[src/rtl/fpm_pkg.sv]
package fpm_pkg;

  // Number of bit positions where two bytes disagree (0..8)
  function automatic logic [3:0] bit_mismatch(input logic [7:0] a, input logic [7:0] b);
    logic [3:0] n;
    n = 4'd0;
    for (int i = 0; i < 8; i++) begin
      n = n + {3'd0, a[i] ^ b[i]};
    end
    return n;
  endfunction

endpackage

[src/rtl/fpm_bip_calc.sv]
module fpm_bip_calc
  import fpm_pkg::*;
(
  input  logic       clk,
  input  logic       rst_n,
  input  logic [7:0] data_in,
  input  logic       data_en,
  input  logic       sof,
  input  logic       b1_pos,
  input  logic       frame_lost,
  output logic [3:0] err_bits
);

  logic [7:0] run_par;
  logic [7:0] ref_par;
  logic       frame_seen;
  logic       ref_valid;
  logic       frame_start;
  logic       check_hit;

  assign frame_start = sof && data_en;

  always_ff @(posedge clk) begin
    if (!rst_n) begin
      run_par    <= 8'd0;
      ref_par    <= 8'd0;
      frame_seen <= 1'b0;
      ref_valid  <= 1'b0;
    end else if (frame_lost) begin
      run_par    <= 8'd0;
      frame_seen <= 1'b0;
      ref_valid  <= 1'b0;
    end else if (frame_start) begin
      run_par    <= data_in;
      frame_seen <= 1'b1;
      if (frame_seen) begin
        ref_par   <= run_par;
        ref_valid <= 1'b1;
      end
    end else if (data_en) begin
      run_par <= run_par ^ data_in;
    end
  end

  assign check_hit = data_en && b1_pos && !sof && ref_valid && !frame_lost;
  assign err_bits  = check_hit ? bit_mismatch(ref_par, data_in) : 4'd0;

  // loss of frame disarms checking
  a_r3_lost_disarms: assert property (@(posedge clk) disable iff (!rst_n)
    frame_lost |=> !ref_valid);

  // a second frame start arms checking
  a_r3_arm_second_sof: assert property (@(posedge clk) disable iff (!rst_n)
    (frame_start && frame_seen && !frame_lost) |=> ref_valid);

  // errors only appear on a parity byte
  a_r2_err_only_on_b1: assert property (@(posedge clk) disable iff (!rst_n)
    (err_bits != 4'd0) |-> (b1_pos && data_en));

endmodule

[src/rtl/fpm_period_timer.sv]
module fpm_period_timer #(
  parameter int PERIOD_W = 24
) (
  input  logic                clk,
  input  logic                rst_n,
  input  logic [PERIOD_W-1:0] period_len,
  output logic                win_close
);

  logic [PERIOD_W-1:0] elapsed;
  logic [PERIOD_W:0]   elapsed_next;

  assign elapsed_next = {1'b0, elapsed} + {{PERIOD_W{1'b0}}, 1'b1};
  assign win_close    = elapsed_next >= {1'b0, period_len};

  always_ff @(posedge clk) begin
    if (!rst_n) begin
      elapsed <= '0;
    end else if (win_close) begin
      elapsed <= '0;
    end else begin
      elapsed <= elapsed_next[PERIOD_W-1:0];
    end
  end

  // a close restarts the elapsed count
  a_r4_restart: assert property (@(posedge clk) disable iff (!rst_n)
    win_close |=> (elapsed == '0));

endmodule

[src/rtl/fpm_err_accum.sv]
module fpm_err_accum #(
  parameter int CNT_W = 16
) (
  input  logic             clk,
  input  logic             rst_n,
  input  logic [3:0]       add_bits,
  input  logic             win_close,
  output logic [CNT_W-1:0] total
);

  localparam logic [CNT_W-1:0] CNT_MAX = {CNT_W{1'b1}};

  logic [CNT_W-1:0] acc;
  logic [CNT_W-1:0] sum;

  function automatic logic [CNT_W-1:0] sat_add(input logic [CNT_W-1:0] a, input logic [3:0] b);
    logic [CNT_W:0] wide;
    wide = {1'b0, a} + {{(CNT_W-3){1'b0}}, b};
    return wide[CNT_W] ? CNT_MAX : wide[CNT_W-1:0];
  endfunction

  assign sum = sat_add(acc, add_bits);

  always_ff @(posedge clk) begin
    if (!rst_n) begin
      acc   <= '0;
      total <= '0;
    end else if (win_close) begin
      acc   <= '0;
      total <= sum;
    end else begin
      acc   <= sum;
    end
  end

  // accumulator restarts at a close
  a_r5_restart: assert property (@(posedge clk) disable iff (!rst_n)
    win_close |=> (acc == '0));

  // accumulator never decreases inside a window
  a_r6_no_wrap: assert property (@(posedge clk) disable iff (!rst_n)
    !win_close |=> (acc >= $past(acc)));

  // saturated value holds
  a_r6_hold_max: assert property (@(posedge clk) disable iff (!rst_n)
    (!win_close && acc == CNT_MAX) |=> (acc == CNT_MAX));

  // held total changes only at a close
  a_r5_total_stable: assert property (@(posedge clk) disable iff (!rst_n)
    !win_close |=> $stable(total));

endmodule

[src/rtl/frame_parity_monitor.sv]
module frame_parity_monitor #(
  parameter int CNT_W    = 16,
  parameter int PERIOD_W = 24
) (
  input  logic                clk,
  input  logic                rst_n,
  input  logic [7:0]          data_in,
  input  logic                data_en,
  input  logic                sof,
  input  logic                b1_pos,
  input  logic                frame_lost,
  input  logic [PERIOD_W-1:0] period_len,
  input  logic                irq_clear,
  output logic [CNT_W-1:0]    err_total,
  output logic                irq
);

  logic [3:0] frame_err_bits;
  logic       win_close;

  fpm_bip_calc u_bip (
    .clk        (clk),
    .rst_n      (rst_n),
    .data_in    (data_in),
    .data_en    (data_en),
    .sof        (sof),
    .b1_pos     (b1_pos),
    .frame_lost (frame_lost),
    .err_bits   (frame_err_bits)
  );

  fpm_period_timer #(.PERIOD_W(PERIOD_W)) u_timer (
    .clk        (clk),
    .rst_n      (rst_n),
    .period_len (period_len),
    .win_close  (win_close)
  );

  fpm_err_accum #(.CNT_W(CNT_W)) u_accum (
    .clk       (clk),
    .rst_n     (rst_n),
    .add_bits  (frame_err_bits),
    .win_close (win_close),
    .total     (err_total)
  );

  always_ff @(posedge clk) begin
    if (!rst_n) begin
      irq <= 1'b0;
    end else if (win_close) begin
      irq <= 1'b1;
    end else if (irq_clear) begin
      irq <= 1'b0;
    end
  end

  // a close always raises the flag
  a_r7_set_on_close: assert property (@(posedge clk) disable iff (!rst_n)
    win_close |=> irq);

  // the flag holds without a clear
  a_r7_hold: assert property (@(posedge clk) disable iff (!rst_n)
    (irq && !irq_clear) |=> irq);

  // a clear without a close drops the flag
  a_r7_clear: assert property (@(posedge clk) disable iff (!rst_n)
    (irq_clear && !win_close) |=> !irq);

endmodule

[config.mk]
export PLATFORM = sky130hd
export DESIGN_NAME = frame_parity_monitor
export DESIGN_NICKNAME = d
export VERILOG_FILES = /design/src/rtl/fpm_pkg.sv /design/src/rtl/fpm_bip_calc.sv /design/src/rtl/fpm_period_timer.sv /design/src/rtl/fpm_err_accum.sv /design/src/rtl/frame_parity_monitor.sv
export SDC_FILE = /design/constraint.sdc
export NUM_CORES = 1
export LEC_CHECK = 0
export BUFFER_PORTS_ARGS = -buffer_cell sky130_fd_sc_hd__buf_4
export CORE_ASPECT_RATIO = 1.5
export CORE_MARGIN = 3
export CORE_UTILIZATION = 60
export CTS_CLUSTER_DIAMETER = 50
export DETAILED_ROUTE_END_ITERATION = 7
export GPL_TIMING_DRIVEN = 0
export PLACE_DENSITY = 0.82
export SKIP_CTS_REPAIR_TIMING = 1
export SYNTH_ARGS = -nofsm -noshare
export SYNTH_HDL_FRONTEND = slang
export SYNTH_HIERARCHICAL = 1
export SYNTH_SLANG_ARGS = --single-unit
[constraint.sdc]
create_clock -name clk -period 17.7 [get_ports clk]
set_clock_uncertainty 0.1 [all_clocks]
set_input_delay 5.31 -clock clk [delete_from_list [all_inputs] [get_ports clk]]
set_output_delay 5.31 -clock clk [all_outputs]
set_load 0.05 [all_outputs]
==> run_results.csv <==
group,metric,value,unit
timing,finalWorstPathRequiredPeriod,10.05,ns
clocking,cts_tree,"done",
synth,synth_area_leaders,"dfxtp_1 (33%), ha_1 (8.8%), inv_1 (3.8%)",
detailed_routing,drt_wl_total,10870,um
synth,ys_ff_latch,75,
timing,setup_viol,0,
clocking,clockRootBuffer,"clkbuf_8",
flow_run,maxCapViolations,0,
synth,synthFlopType,"dfxtp_1",
timing,relSlewSlack,50.64,%
critical_path,path_class,"in -> reg",
detailed_routing,drtAntennaViolNets,0,
detailed_routing,drt_pass1_iterations,7,
run_status,status,"finished, final reports clean",
floorplanning,initial_core_util,62.18,%
synth,avgSynthCellArea,8.910,um2
min_path,hp-class,"reg -> reg",
detailed_routing,drtIter0Drc,379,
synth,syn_inst,511,
timing,tns,0,ns
critical_path,path_delay_family,"adder cells",
critical_path,cpMostUsedCell,"fa_1",
clocking,clockBufferDepth,2,
timing,max_freq,0.09953,GHz
global_routing,grt_pass1_vias,4028,
synth,syn_nets,587,
floorplanning,die_h,112.7,um
floorplanning,row_count,38,
critical_path,cp-start-kind,"input port",
synth,post-synth-top-area-cell,"dfxtp_1",
global_routing,grt_usage,25.72,%
timing,finalHoldViolCount,0,
placement,placed_area,0.005091,mm2
global_routing,overflow,0,
detailed_routing,drc,0,
clocking,cts_buffers,9,
timing,timing.final.crit_share,56.77,%
power,power_density,70.90,mW/mm2
critical_path,cp_slowest_cell,"fa_1",
clocking,htree_levels,3,
critical_path,crit_arrival,10.19,ns
floorplanning,die_w,77.13,um
synth,ys_warn_count,6,
floorplanning,boundaryPins,56,
timing,slew_violations,0,
clocking,clk_latency,0.35,ns
power,leakage,2.298,nW
cells_and_area,syn_to_final_growth,16.63,%
detailed_routing,vias_per_cell,6.000,
critical_path,cp_slowest_stage_delay,0.58,ns
placement,gp_congestion,0.8747,
cells_and_area,antenna_cells,0,
cells_and_area,nets,653,
critical_path,cp-end-kind,"flip-flop",
synth,yosysSeqAreaShare,32.98,%
floorplanning,coreArea,0.007322,mm2
placement,hpwl,8153,um
power,peakVddDrop,0.05641,mV
synth,yosysTopAreaCellShare,32.98,%
detailed_routing,wl_per_cell,15.94,um
placement,port_buffers,55,
global_routing,grt_max_degree,13,
synth,synth-edff-count,0,
cells_and_area,finalInstanceArea,0.005310,mm2
cells_and_area,drive_above_1_share,17.53,%
critical_path,crit_chain,"buf_4, xor2_1, fa_1, fa_1, inv_1, fa_1, inv_1, ha_1, fa_1, inv_1, nor3_1, ha_1, a211o_1, a21oi_1, clkbuf_1, a211oi_1, a311oi_1",
timing,worstMarginPinSlew,0.7370,ns
critical_path,crit_buf_inv,5,
detailed_routing,vias,4092,
synth,ys_types,61,
floorplanning,die-area,0.008691,mm2
synth,async_flop_share,0,%
critical_path,critPathMaxFanout,10,
timing,grt_setup_unrepaired,"false",
synth,synth_area,0.004553,mm2
clocking,clock-sinks,75,
clocking,clk_pin_slew,0.08,ns
critical_path,cp.required,17.84,ns
global_routing,grt_antenna_before_repair,0,
global_routing,grt_pass1_wl,18330,um
==> area by class of cell <==
cell class,count,area (um2)
Multi-Input combinational cell,364,2724
Fill cell,621,2012
Sequential cell,75,1501
Timing Repair Buffer,55,412.9
Inverter,47,176.4
Buffer,25,151.4
Clock buffer,12,145.1
Tap cell,100,125.1
Clock inverter,4,73.82
==> sequential cells by signal, indices dropped and copies added (netlist names) <==
register / flops
u_accum/total: 16
u_bip/run_par: 8
u_bip/ref_valid: 1
irq: 1
u_timer/elapsed: 24
u_bip/ref_par: 8
u_accum/acc: 16
u_bip/frame_seen: 1
==> synth_stat cells, drive strengths merged, types with 3 or more instances <==
master	count
dfxtp	75
inv	47
nand2	41
ha	32
nor3b	23
a21oi	20
nand3	19
nor2	18
o21ai	18
xor2	18
a31oi	16
mux2i	16
buf	14
nor3	14
xnor2	14
clkbuf	11
nand4	11
a211oi	10
nor4	10
o21a	10
nand3b	8
o32ai	8
or3	7
and3	6
a21o	5
a311oi	5
fa	5
or4	4
nand2b	3
o41ai	3
==> tightest hold or removal path, delay by kind of cell (launching register included) <==
family           cells  cell delay [ns]
muxes                1             0.05
DFF                  1             0.33
and+or+nand+nor      1             0.05
==> metrics by stage <==
stage / hold slack [ns] / utilization, % / setup WS (ns) / power, W / cells
after floorplan: 0.3465 / - / 8.105 / 0.0002143 / 511
after detailed placement: 0.3612 / 69.53 / 7.390 / 0.0002329 / 666
after global placement: 0.3546 / 69.53 / 7.514 / 0.0002293 / 666
after CTS: 0.3726 / 72.52 / 7.657 / 0.0003783 / 682
final: 0.3726 / 72.52 / 7.653 / 0.0003765 / 682
after global routing: 0.3922 / 72.52 / 7.324 / 0.0003923 / 682
==> placed cells by master (no fill, tap or decap), types with 12 or more instances in the layout <==
cell type and instances:
a21oi_1 20, a31oi_1 16, buf_4 56, clkbuf_1 13, dfxtp_1 75, ha_1 32
inv_1 46, mux2i_1 16, nand2_1 41, nand3_1 18, nor2_1 18, nor3_1 12
nor3b_1 20, o21ai_0 16, xnor2_1 14, xor2_1 17
==> layer usage <==
metal  part of all wire (%)  vias up  track usage (%)
li1                       -     1980                -
met4                    3.3        0            12.35
met1                     39     1928            29.08
met3                    5.1       32            3.981
met5                      0        -                0
met2                     52      152            46.68
==> logic make-up after synthesis <==
| family | count (synthesis) | synth area share (%) |
|---|---|---|
| adder cells (fa/ha/maj) | 37 | 10.99 |
| AND/OR/NAND/NOR | 173 | 23.00 |
| XOR/XNOR | 32 | 6.321 |
| AO/OA/AOI/OAI | 106 | 15.99 |
| buffers and inverters | 72 | 7.200 |
| multiplexers | 16 | 3.517 |
| flip-flops | 75 | 32.98 |
==> power by group <==
part / switching [W] / internal, W / total [W] / leakage [nW]
Combinational: 0.0000279 / 0.0000249 / 0.0000528 / 1.58
Sequential: 0.00000463 / 0.000173 / 0.000177 / 0.606
Clock: 0.0000628 / 0.0000834 / 0.000146 / 0.111
Total: 0.0000953 / 0.000281 / 0.000376 / 2.30
==> worst paths after layout <==
path	start	endpoint	slack, ns	cells after the start
min reg2reg	u_bip/ref_par[3]	u_bip/ref_par[3]	0.37	2
max	data_in[1]	u_accum/total[9]	7.65	17
max reg2reg	u_bip/ref_par[1]	u_accum/total[9]	12.37	16
min	u_bip/ref_par[3]	u_bip/ref_par[3]	0.37	2
Power figures use the tool's default switching activity.
